===== src/rtl/wa_pkg.sv =====
package wa_pkg;
  localparam int CSR_W     = 64;
  localparam int SPAN_W    = 32;   // address bits covered by the ceiling
  localparam int LIMIT_LSB = 22;   // 4 MB granularity
  localparam int LIMIT_W   = SPAN_W - LIMIT_LSB;
  localparam int HOLE_BIT  = 16;
  localparam int HOLE_LSB  = 20;   // 1 MB granularity
  localparam int HOLE_W    = SPAN_W - HOLE_LSB;
  localparam logic [HOLE_W-1:0] HOLE_TAG = HOLE_W'(15);

  typedef struct packed {
    logic [LIMIT_W-1:0] limit;
    logic               hole_en;
  } wa_cfg_t;
endpackage


===== src/rtl/wa_csr.sv =====
module wa_csr
  import wa_pkg::*;
(
  input  logic             clk,
  input  logic             rst_n,
  input  logic             wr_en,
  input  logic [CSR_W-1:0] wdata,
  output wa_cfg_t          cfg,
  output logic [CSR_W-1:0] rdata
);
  always_ff @(posedge clk or negedge rst_n) begin
    if (!rst_n) begin
      cfg <= '0;
    end else if (wr_en) begin
      cfg.limit   <= wdata[LIMIT_LSB +: LIMIT_W];
      cfg.hole_en <= wdata[HOLE_BIT];
    end
  end

  always_comb begin
    rdata                        = '0;
    rdata[LIMIT_LSB +: LIMIT_W]  = cfg.limit;
    rdata[HOLE_BIT]              = cfg.hole_en;
  end
endmodule


===== src/rtl/wa_judge.sv =====
module wa_judge
  import wa_pkg::*;
#(
  parameter int ADDR_W = 32
) (
  input  wa_cfg_t           cfg,
  input  logic [ADDR_W-1:0] addr,
  input  logic              page_hint,
  input  logic              sector_hint,
  output logic              alloc
);
  logic upper_clear;
  logic below;
  logic in_hole;
  logic limit_ok;

  generate
    if (ADDR_W > SPAN_W) begin : g_wide
      assign upper_clear = ~|addr[ADDR_W-1:SPAN_W];
    end else begin : g_narrow
      assign upper_clear = 1'b1;
    end
  endgenerate

  always_comb begin
    below    = upper_clear && (addr[SPAN_W-1:LIMIT_LSB] < cfg.limit);
    in_hole  = upper_clear && (addr[SPAN_W-1:HOLE_LSB] == HOLE_TAG);
    limit_ok = below && (!in_hole || cfg.hole_en);
    alloc    = limit_ok || page_hint || sector_hint;
  end
endmodule


===== src/rtl/wa_out_stage.sv =====
module wa_out_stage (
  input  logic clk,
  input  logic rst_n,
  input  logic in_valid,
  input  logic in_take,
  input  logic in_alloc,
  output logic in_ready,
  output logic out_valid,
  input  logic out_ready,
  output logic out_alloc
);
  assign in_ready = !out_valid || out_ready;

  always_ff @(posedge clk or negedge rst_n) begin
    if (!rst_n) begin
      out_valid <= 1'b0;
      out_alloc <= 1'b0;
    end else if (in_ready) begin
      out_valid <= in_valid && in_take;
      if (in_valid && in_take) out_alloc <= in_alloc;
    end
  end
endmodule


===== src/rtl/wa_decide.sv =====
module wa_decide
  import wa_pkg::*;
#(
  parameter int ADDR_W = 32
) (
  input  logic              clk,
  input  logic              rst_n,
  input  logic              cfg_wr,
  input  logic [63:0]       cfg_wdata,
  output logic [63:0]       cfg_rdata,
  input  logic              req_valid,
  output logic              req_ready,
  input  logic [ADDR_W-1:0] req_addr,
  input  logic              req_miss,
  input  logic              req_page_hint,
  input  logic              req_sector_hint,
  output logic              dec_valid,
  input  logic              dec_ready,
  output logic              dec_alloc
);
  wa_cfg_t cfg;
  logic    alloc_now;

  wa_csr u_csr (
    .clk   (clk),
    .rst_n (rst_n),
    .wr_en (cfg_wr),
    .wdata (cfg_wdata),
    .cfg   (cfg),
    .rdata (cfg_rdata)
  );

  wa_judge #(.ADDR_W(ADDR_W)) u_judge (
    .cfg         (cfg),
    .addr        (req_addr),
    .page_hint   (req_page_hint),
    .sector_hint (req_sector_hint),
    .alloc       (alloc_now)
  );

  wa_out_stage u_out (
    .clk       (clk),
    .rst_n     (rst_n),
    .in_valid  (req_valid),
    .in_take   (req_miss),
    .in_alloc  (alloc_now),
    .in_ready  (req_ready),
    .out_valid (dec_valid),
    .out_ready (dec_ready),
    .out_alloc (dec_alloc)
  );
endmodule


===== config.mk =====
export PLATFORM = sky130hd
export DESIGN_NAME = wa_decide
export DESIGN_NICKNAME = d
export VERILOG_FILES = /design/src/rtl/wa_pkg.sv /design/src/rtl/wa_csr.sv /design/src/rtl/wa_judge.sv /design/src/rtl/wa_out_stage.sv /design/src/rtl/wa_decide.sv
export SDC_FILE = /design/constraint.sdc
export NUM_CORES = 1
export LEC_CHECK = 0
export ABC_AREA = 0
export ABC_CLOCK_PERIOD_IN_PS = 1300
export BUFFER_PORTS_ARGS = -buffer_cell sky130_fd_sc_hd__buf_4
export CAP_MARGIN = 15
export CORE_MARGIN = 2
export CORE_UTILIZATION = 27
export DETAILED_ROUTE_END_ITERATION = 10
export PLACE_DENSITY = 0.78
export SYNTH_ARGS = -nofsm -noshare
export SYNTH_HDL_FRONTEND = slang
export SYNTH_SLANG_ARGS = --single-unit

===== constraint.sdc =====
create_clock -name clk -period 1.3 [get_ports clk]
set_input_delay 0.195 -clock clk [delete_from_list [all_inputs] [get_ports clk]]
set_output_delay 0.195 -clock clk [all_outputs]
set_load 0.01 [all_outputs]

* Yosys cells after proc, flatten, opt, wreduce, memory -nomap -nowiden *
Cells that the tools add are included.

storage, ports and cells
  flip-flop bits (word level) = 13
  output and inout bits = 67
  word-level logic and storage cells = 15

cells by class
  $lt $le $gt $ge = 1
  eq/ne operators = 1
  reductions and logical operators = 9

operators with widths
  operator             number
  $eq 12x4->1 const B  1
  $lt 10x10->1         1
  $logic_or 1x1->1     4
  $logic_and 1x1->1    2
  $logic_not 1->1      2
  $reduce_and 2->1     1

* Longest topological paths before layout *
Gate-level depths: netlist of run 1.

  depth after elaboration = 6
  gate-level depth with buffers = 6
  depth with buffers taken out = 6

* Cells and area by module *
From an unflattened synthesis of run 1, not the netlist that was laid out.

second synthesis, totals
  cell total of the unflattened synthesis = 132
  area, all modules = 1297.5 um^2

modules (own cells, without submodules)
  module        instances  cells each  area each (um^2)  sequential area each (um^2)
  wa_csr        1          88          932.1             275.3
  wa_judge      1          37          269.0             0.0
  wa_out_stage  1          7           96.3              50.0

* Worst setup path before layout of run 1 *
No wires, ideal clock.

  path kind = register -> register
  from = register u_out.out_valid
  to = register u_out.out_alloc
  library setup time = 128 ps
  arrival time = 1213 ps
  required time = 1172 ps
  slack = -41 ps
  stages on the path, launching flop included = 5
  buffers on the path = 0
  clock period less this slack = 1341 ps
  cells stage by stage = dfrtp_1 nor2b_4 or4_4 a32oi_1 a21oi_1

between the ends
  cells in the longest elaborated chain, start to end = 3

RTL lines
  element                            RTL line            source
  from (decl)                        wa_out_stage.sv:8   output logic out_valid,
  from (signal assigned)             wa_out_stage.sv:19  out_valid <= in_valid && in_take;
  $logic_not 1->1                    wa_out_stage.sv:12  assign in_ready = !out_valid || out_ready;
  $logic_or 1x1->1                   wa_out_stage.sv:12
  $reduce_and 2->1 (no source line)  n/a
  to (signal assigned)               wa_out_stage.sv:20  if (in_valid && in_take) out_alloc <= in_alloc;
  to (decl)                          wa_out_stage.sv:10  output logic out_alloc

Every way passes these cells.
A chain may end at the register's enable or synchronous reset.

* Worst setup path in the final report of run 1 *
Ends and elaborated chain as after synthesis.

==> metrics, run 1 <==
Final Core Density 35.4%; Startpoint Class flop; worst min path class input pin to flop; Slew Viols, Final 0; placed insts 226; number of DRC markers in iteration 0 22; switching part of the total 31.1%; Hold WS 0.160 ns; router iterations before antenna repair 4; slowest stage delay, CP 0.50 ns; clk slew on worst S/H paths 0.06 ns; Via density 3.65; Cell Rows 23; synthesized area per cell 8.68 um2; Worst EP arrival 1.45 ns; Synth area leader buf_4; sequential element share of the synthesized area 28.4%; Yosys cell types 25; synthesis-to-layout area growth 24.5%; reg-to-reg startpoint u_out.out_valid; Port Buf Inserts 44; Final period util 103%; via count 844; CP Capture Type flop; Synth Register Bits 13; maximum root-to-sink buffer count 2; FF-to-FF path depth 4; drt drc 0; CP Class flop to flop; final setup vio count 1; status finished, violations left; count leader, synth buf_4; H-tree levels 1; Die H 69.2 um; CP Launch Point u_out.out_valid; Peak VDD IR 0.377 mV; Die W 69.2 um; WL final 2310 um; Total GRT Usage 9.01%; Antenna Nets Post-Route 0; cell family with most CP delay simple AND/OR/NAND/NOR gates; Mapped Area 0.00115 mm2; FF-to-FF End u_out.out_alloc; Post-synth EDFFs 0; I/O pin total 171; prevailing post-synth register cell dfrtp_1; Synthesis Warnings 0; Mapped Cells 132; gpl congestion 0.725; TritonCTS Buffers 3; Final Cell Area 0.00143 mm2; Root Driver clkbuf_8; antenna violations before repair 0; final worst slack -0.0339 ns; Initial Utilization 28.4%; Non-Filler Instances 231; Switch Pwr 0.382 mW; Final #Nets 295; Antenna Cells 0; Fmax 750 MHz; time the worst path needs with I/O delays and setup 1.33 ns; vias in the first global route 717; crit path max fanout 2; Comb pwr share 32.8%; failing checks negative setup slack; reg2reg setup slack -0.03 ns; Worst EP required 1.42 ns; final hold vios 0; Worst Skew 0.00191 ns; Routed wire per std cell 9.99 um; share of the synthesized area in the top cell type 34.7%; top post-synthesis cells by area buf_4, dfrtp_1, ha_1; worst skew pair latency 0.24 ns; largest net degree at the start of global routing 21; Placed Instance Area 0.00135 mm2; worst slack, placed -0.0369 ns; Placeable Area 0.00403 mm2; grt ovf 0; Int Pwr 0.846 mW; Worst Path Buf+Inv 0; Die ar. 0.00478 mm2; HPWL after detailed placement 1970 um; Clock power frac 29.2%; Post-synth top cells buf_4, dfrtp_1, nand2_1; Flop pwr share 38.0%; Crit. path cell count 4; CP endpoint u_out.out_alloc; setup_tns -0.0339 ns; CP max stage cell or4_4; Leak Pwr 0.779 nW; async set-reset flop share out of synthesis 100%; Max Cap Viol 0; Pwr Density 861 mW/mm2; CTS sink count 13; RSZ-0062 raised after global routing true; first-pass GRT wire length 3420 um; CP Cell Sequence nor2b_4, or4_4, a21oi_2, a21oi_1; Design Power 1.23 mW; CTS tree yes; share of layout cells above drive strength 1 31.5%
==> layer usage <==
| metal | vias up | global-route usage (%) | wire (um) |
|---|---|---|---|
| met2 | 62 | 14.0 | 1020 |
| met3 | 2 | 4.97 | 307 |
| li1 | 429 | - | - |
| met5 | - | 0 | 0 |
| met4 | 0 | 1.31 | 13 |
| met1 | 351 | 11.2 | 965 |
==> area by class of cell <==
cell class,count,area (um2)
Multi-Input combinational cell,106,593
Inverter,10,37.5
Clock buffer,4,45.0
Fill cell,443,2600
Sequential cell,13,325
Timing Repair Buffer,48,363
Tap cell,50,62.6
==> worst reg2reg max path: cells and delay by family, from the launching register on <==
kind	cells	cell delay [ns]
DFF	1	0.37
and+or+nand+nor	2	0.63
AOI/OAI and AO/OA	2	0.21
==> power by group through the flow <==
| stage | Clock (mW) | Combinational [mW] | Sequential (mW) |
|---|---|---|---|
| floorplan | 0 | 0.305 | 0.490 |
| global placement | 0 | 0.387 | 0.471 |
| detailed placement | 0 | 0.394 | 0.473 |
| CTS | 0.381 | 0.403 | 0.466 |
| global route | 0.394 | 0.451 | 0.471 |
| finish | 0.359 | 0.403 | 0.466 |
==> flip-flops by register name, summed over array words and instances (netlist names) <==
name             count
u_csr.cfg           11
u_out.out_alloc      1
u_out.out_valid      1
==> placed cells by master (no fill, tap or decap), types with 2 or more instances in the layout <==
cell type / count
conb_1: 53
buf_4: 47
dfrtp_1: 13
nand2_1: 12
o21ai_0: 9
inv_1: 8
ha_1: 8
a21oi_1: 4
nand4_1: 3
clkbuf_8: 3
inv_2: 2
nor3_1: 2
mux2_1: 2
==> logic make-up after synthesis <==
logic type	after synthesis	share of synthesized area (%)
buffers and inverters	65	38.6
and+or+nand+nor	23	10.8
AOI/OAI and AO/OA	19	10.0
DFF	13	28.4
adders and majority gates	9	9.83
muxes	2	1.96
other	1	0.327
==> timing repair <==
action,in CTS,in global routing
endpoints found under the hold margin,13,0
endpoints found under the setup margin,1,1
pin swaps,3,0
hold buffers,1,0
gates resized for setup,1,2
setup buffers,0,0
==> how the worst min path moves through the flow <==
| stage | startpoint | to | slack, ns | depth (start not counted) |
|---|---|---|---|---|
| final | cfg_wdata[26] | u_csr.cfg[5] | 0.16 | 3 |
| after global routing | cfg_wdata[26] | u_csr.cfg[5] | 0.17 | 3 |
| after CTS | cfg_wdata[26] | u_csr.cfg[5] | 0.16 | 3 |
| after detailed placement | rst_n | u_csr.cfg[8] | 0.06 | 1 |
| after global placement | rst_n | u_csr.cfg[10] | 0.05 | 1 |
| after floorplan | rst_n | u_csr.cfg[0] | -0.10 | 0 |
Note: power is estimated with default switching activity, not from simulation.
==> inputs of run 2 (changes only) <==
- GPL_TIMING_DRIVEN: not set -> 0
- HOLD_SLACK_MARGIN: not set -> 0.06
==> run 2 against run 1 <==
Net effect:
- wire length up 13%
- power up 10%
- largest power group is now combinational cells
- combinational power is 32% higher
- worst setup slack worse by 0.014 ns
- global-route usage increased by 1.4 points
- critical path type unchanged
- the run still ends with negative setup slack left
- register-to-register slack about the same
- largest cell class is now non-clock buffers
- first-iteration DRC count up 4.5%
==> metrics, run 2 (synthesized netlist as in run 1, its figures left out) <==
Via density 3.48 (-4.6%); router iterations before antenna repair 3 (-1); worst slack, placed -0.0533 ns (-0.0164 ns); Worst EP required 1.42 ns (about the same); Startpoint Class flop; failing checks negative setup slack; final worst slack -0.0478 ns (-0.0139 ns); maximum root-to-sink buffer count 2 (unchanged); Antenna Nets Post-Route 0 (unchanged); Final period util 104% (+1.1 points); most frequent cells in the layout buf_4, conb_1, dfrtp_1; Peak VDD IR 0.697 mV (+85%); Pwr Density 742 mW/mm2 (-14%); Max Cap Viol 0 (unchanged); Die ar. 0.00478 mm2 (unchanged); Slew Viols, Final 0 (unchanged); share of layout cells above drive strength 1 46.8% (+15 points); gpl congestion 0.763 (+5.2%); final setup vio count 1 (unchanged); Largest regs u_csr.cfg (11), u_out.out_alloc (1), u_out.out_valid (1); I/O pin total 171 (unchanged); Worst Skew 0.00252 ns (+0.000604 ns); CTS tree yes; HPWL after detailed placement 2290 um (+16%); status finished, violations left; Cell Rows 23 (unchanged); Leak Pwr 1.06 nW (+37%); Antenna Cells 0 (unchanged); H-tree levels 1 (unchanged); time the worst path needs with I/O delays and setup 1.35 ns (+0.0139 ns); Non-Filler Instances 285 (+23%); max FFs per register 11 (unchanged); Worst EP arrival 1.47 ns (+0.02 ns); commonest non-fill, non-tap cell in the layout buf_4; via count 993 (+18%); largest reg by FF count u_csr.cfg; Final #Nets 349 (+18%); antenna violations before repair 0 (unchanged); number of DRC markers in iteration 0 23 (+4.5%); RSZ-0062 raised after global routing true; first-pass GRT wire length 4030 um (+18%); Total GRT Usage 10.4% (+1.4 points); CP Capture Type flop; Design Power 1.36 mW (+10%); vias in the first global route 856 (+19%); Routed wire per std cell 9.16 um (-8.3%); TritonCTS Buffers 3 (unchanged); Final Core Density 45.3% (+9.9 points); synthesis-to-layout area growth 59.4%; placed insts 277 (+23%); crit path max fanout 4 (+2); CP Class flop to flop; Die H 69.2 um (unchanged); Initial Utilization 28.4% (unchanged); worst min path class input pin to flop; reg2reg setup slack -0.05 ns (about the same); largest net degree at the start of global routing 14 (-33%); Placeable Area 0.00403 mm2 (unchanged); Root Driver clkbuf_8; WL final 2610 um (+13%); Die W 69.2 um (unchanged); worst skew pair latency 0.24 ns (about the same); CTS sink count 13 (unchanged); Fmax 742 MHz (-1.0%); drt drc 0 (unchanged); Port Buf Inserts 43 (-2.3%); final hold vios 0 (unchanged); clk slew on worst S/H paths 0.06 ns (about the same); grt ovf 0 (unchanged)
## run 2: cell count changes in the layout (fill, tap and decap cells not counted)
cell / previous run / this run
buf_4: 47 / 99
clkbuf_1: 1 / 3
ha_1: 8 / 7
ha_2: 0 / 1
## run 2: path summary, 6_finish.rpt
path	end	depth (start not counted)	from
worst min register to register	u_csr.cfg[1]	1	u_csr.cfg[1]
worst max-delay path	u_out.out_alloc	4	u_out.out_valid
min in group asynchronous	u_csr.cfg[8]	2	rst_n
worst max register to register	u_out.out_alloc	4	u_out.out_valid
worst min-delay path	u_csr.cfg[3]	3	cfg_wdata[24]
max in group asynchronous	u_csr.cfg[6]	2	rst_n
## run 2: critical path: stages, from the launching register on
cell and delay, ns:
dfrtp_1 0.37, nor2b_4 0.14, or4_4 0.50, a32oi_2 0.16
a21oi_1 0.06
## run 2: layer usage
layer  GRT usage [%]  up-vias  routed length [um]
li1                -      536                   -
met3            4.97        2                 349
met4            1.31        0                  10
met5               0        -                   0
met2            17.3       60                1170
met1            12.5      395                1090
## run 2: cell type report
| cell class | count | area, um2 |
|---|---|---|
| inverter | 10 | 37.5 |
| fill | 409 | 2200 |
| timing repair buffer | 47 | 355 |
| tap | 50 | 62.6 |
| sequential | 13 | 325 |
| multi-input combinational | 106 | 596 |
| clock buffer | 4 | 45.0 |
| buffer | 55 | 405 |
## run 2: stage by stage
step                hold slack, ns  setup TNS, ns  area, um2
detailed placement          0.0541        -0.0533       1730
CTS                          0.152        -0.0636       1800
finish                       0.157        -0.0478       1830
floorplan                   -0.101        -0.0409       1340
global route                 0.164         -0.115       1830
global placement            0.0522        -0.0320       1730
## run 2: timing repair
action / in CTS / in global routing
pin swaps: 2 / 2
setup endpoints to repair: 1 / 1
gates cloned: 0 / 0
resized for setup: 1 / 3
endpoints found under the hold margin: 13 / 0
buffers inserted: 1 / 2
hold buffers: 1 / 0
## run 2: report_power, final
group | switching, mW | total, mW | internal [mW]
Sequential | 0.0224 | 0.466 | 0.444
Combinational | 0.241 | 0.530 | 0.289
Clock | 0.144 | 0.360 | 0.216
Total | 0.407 | 1.36 | 0.949
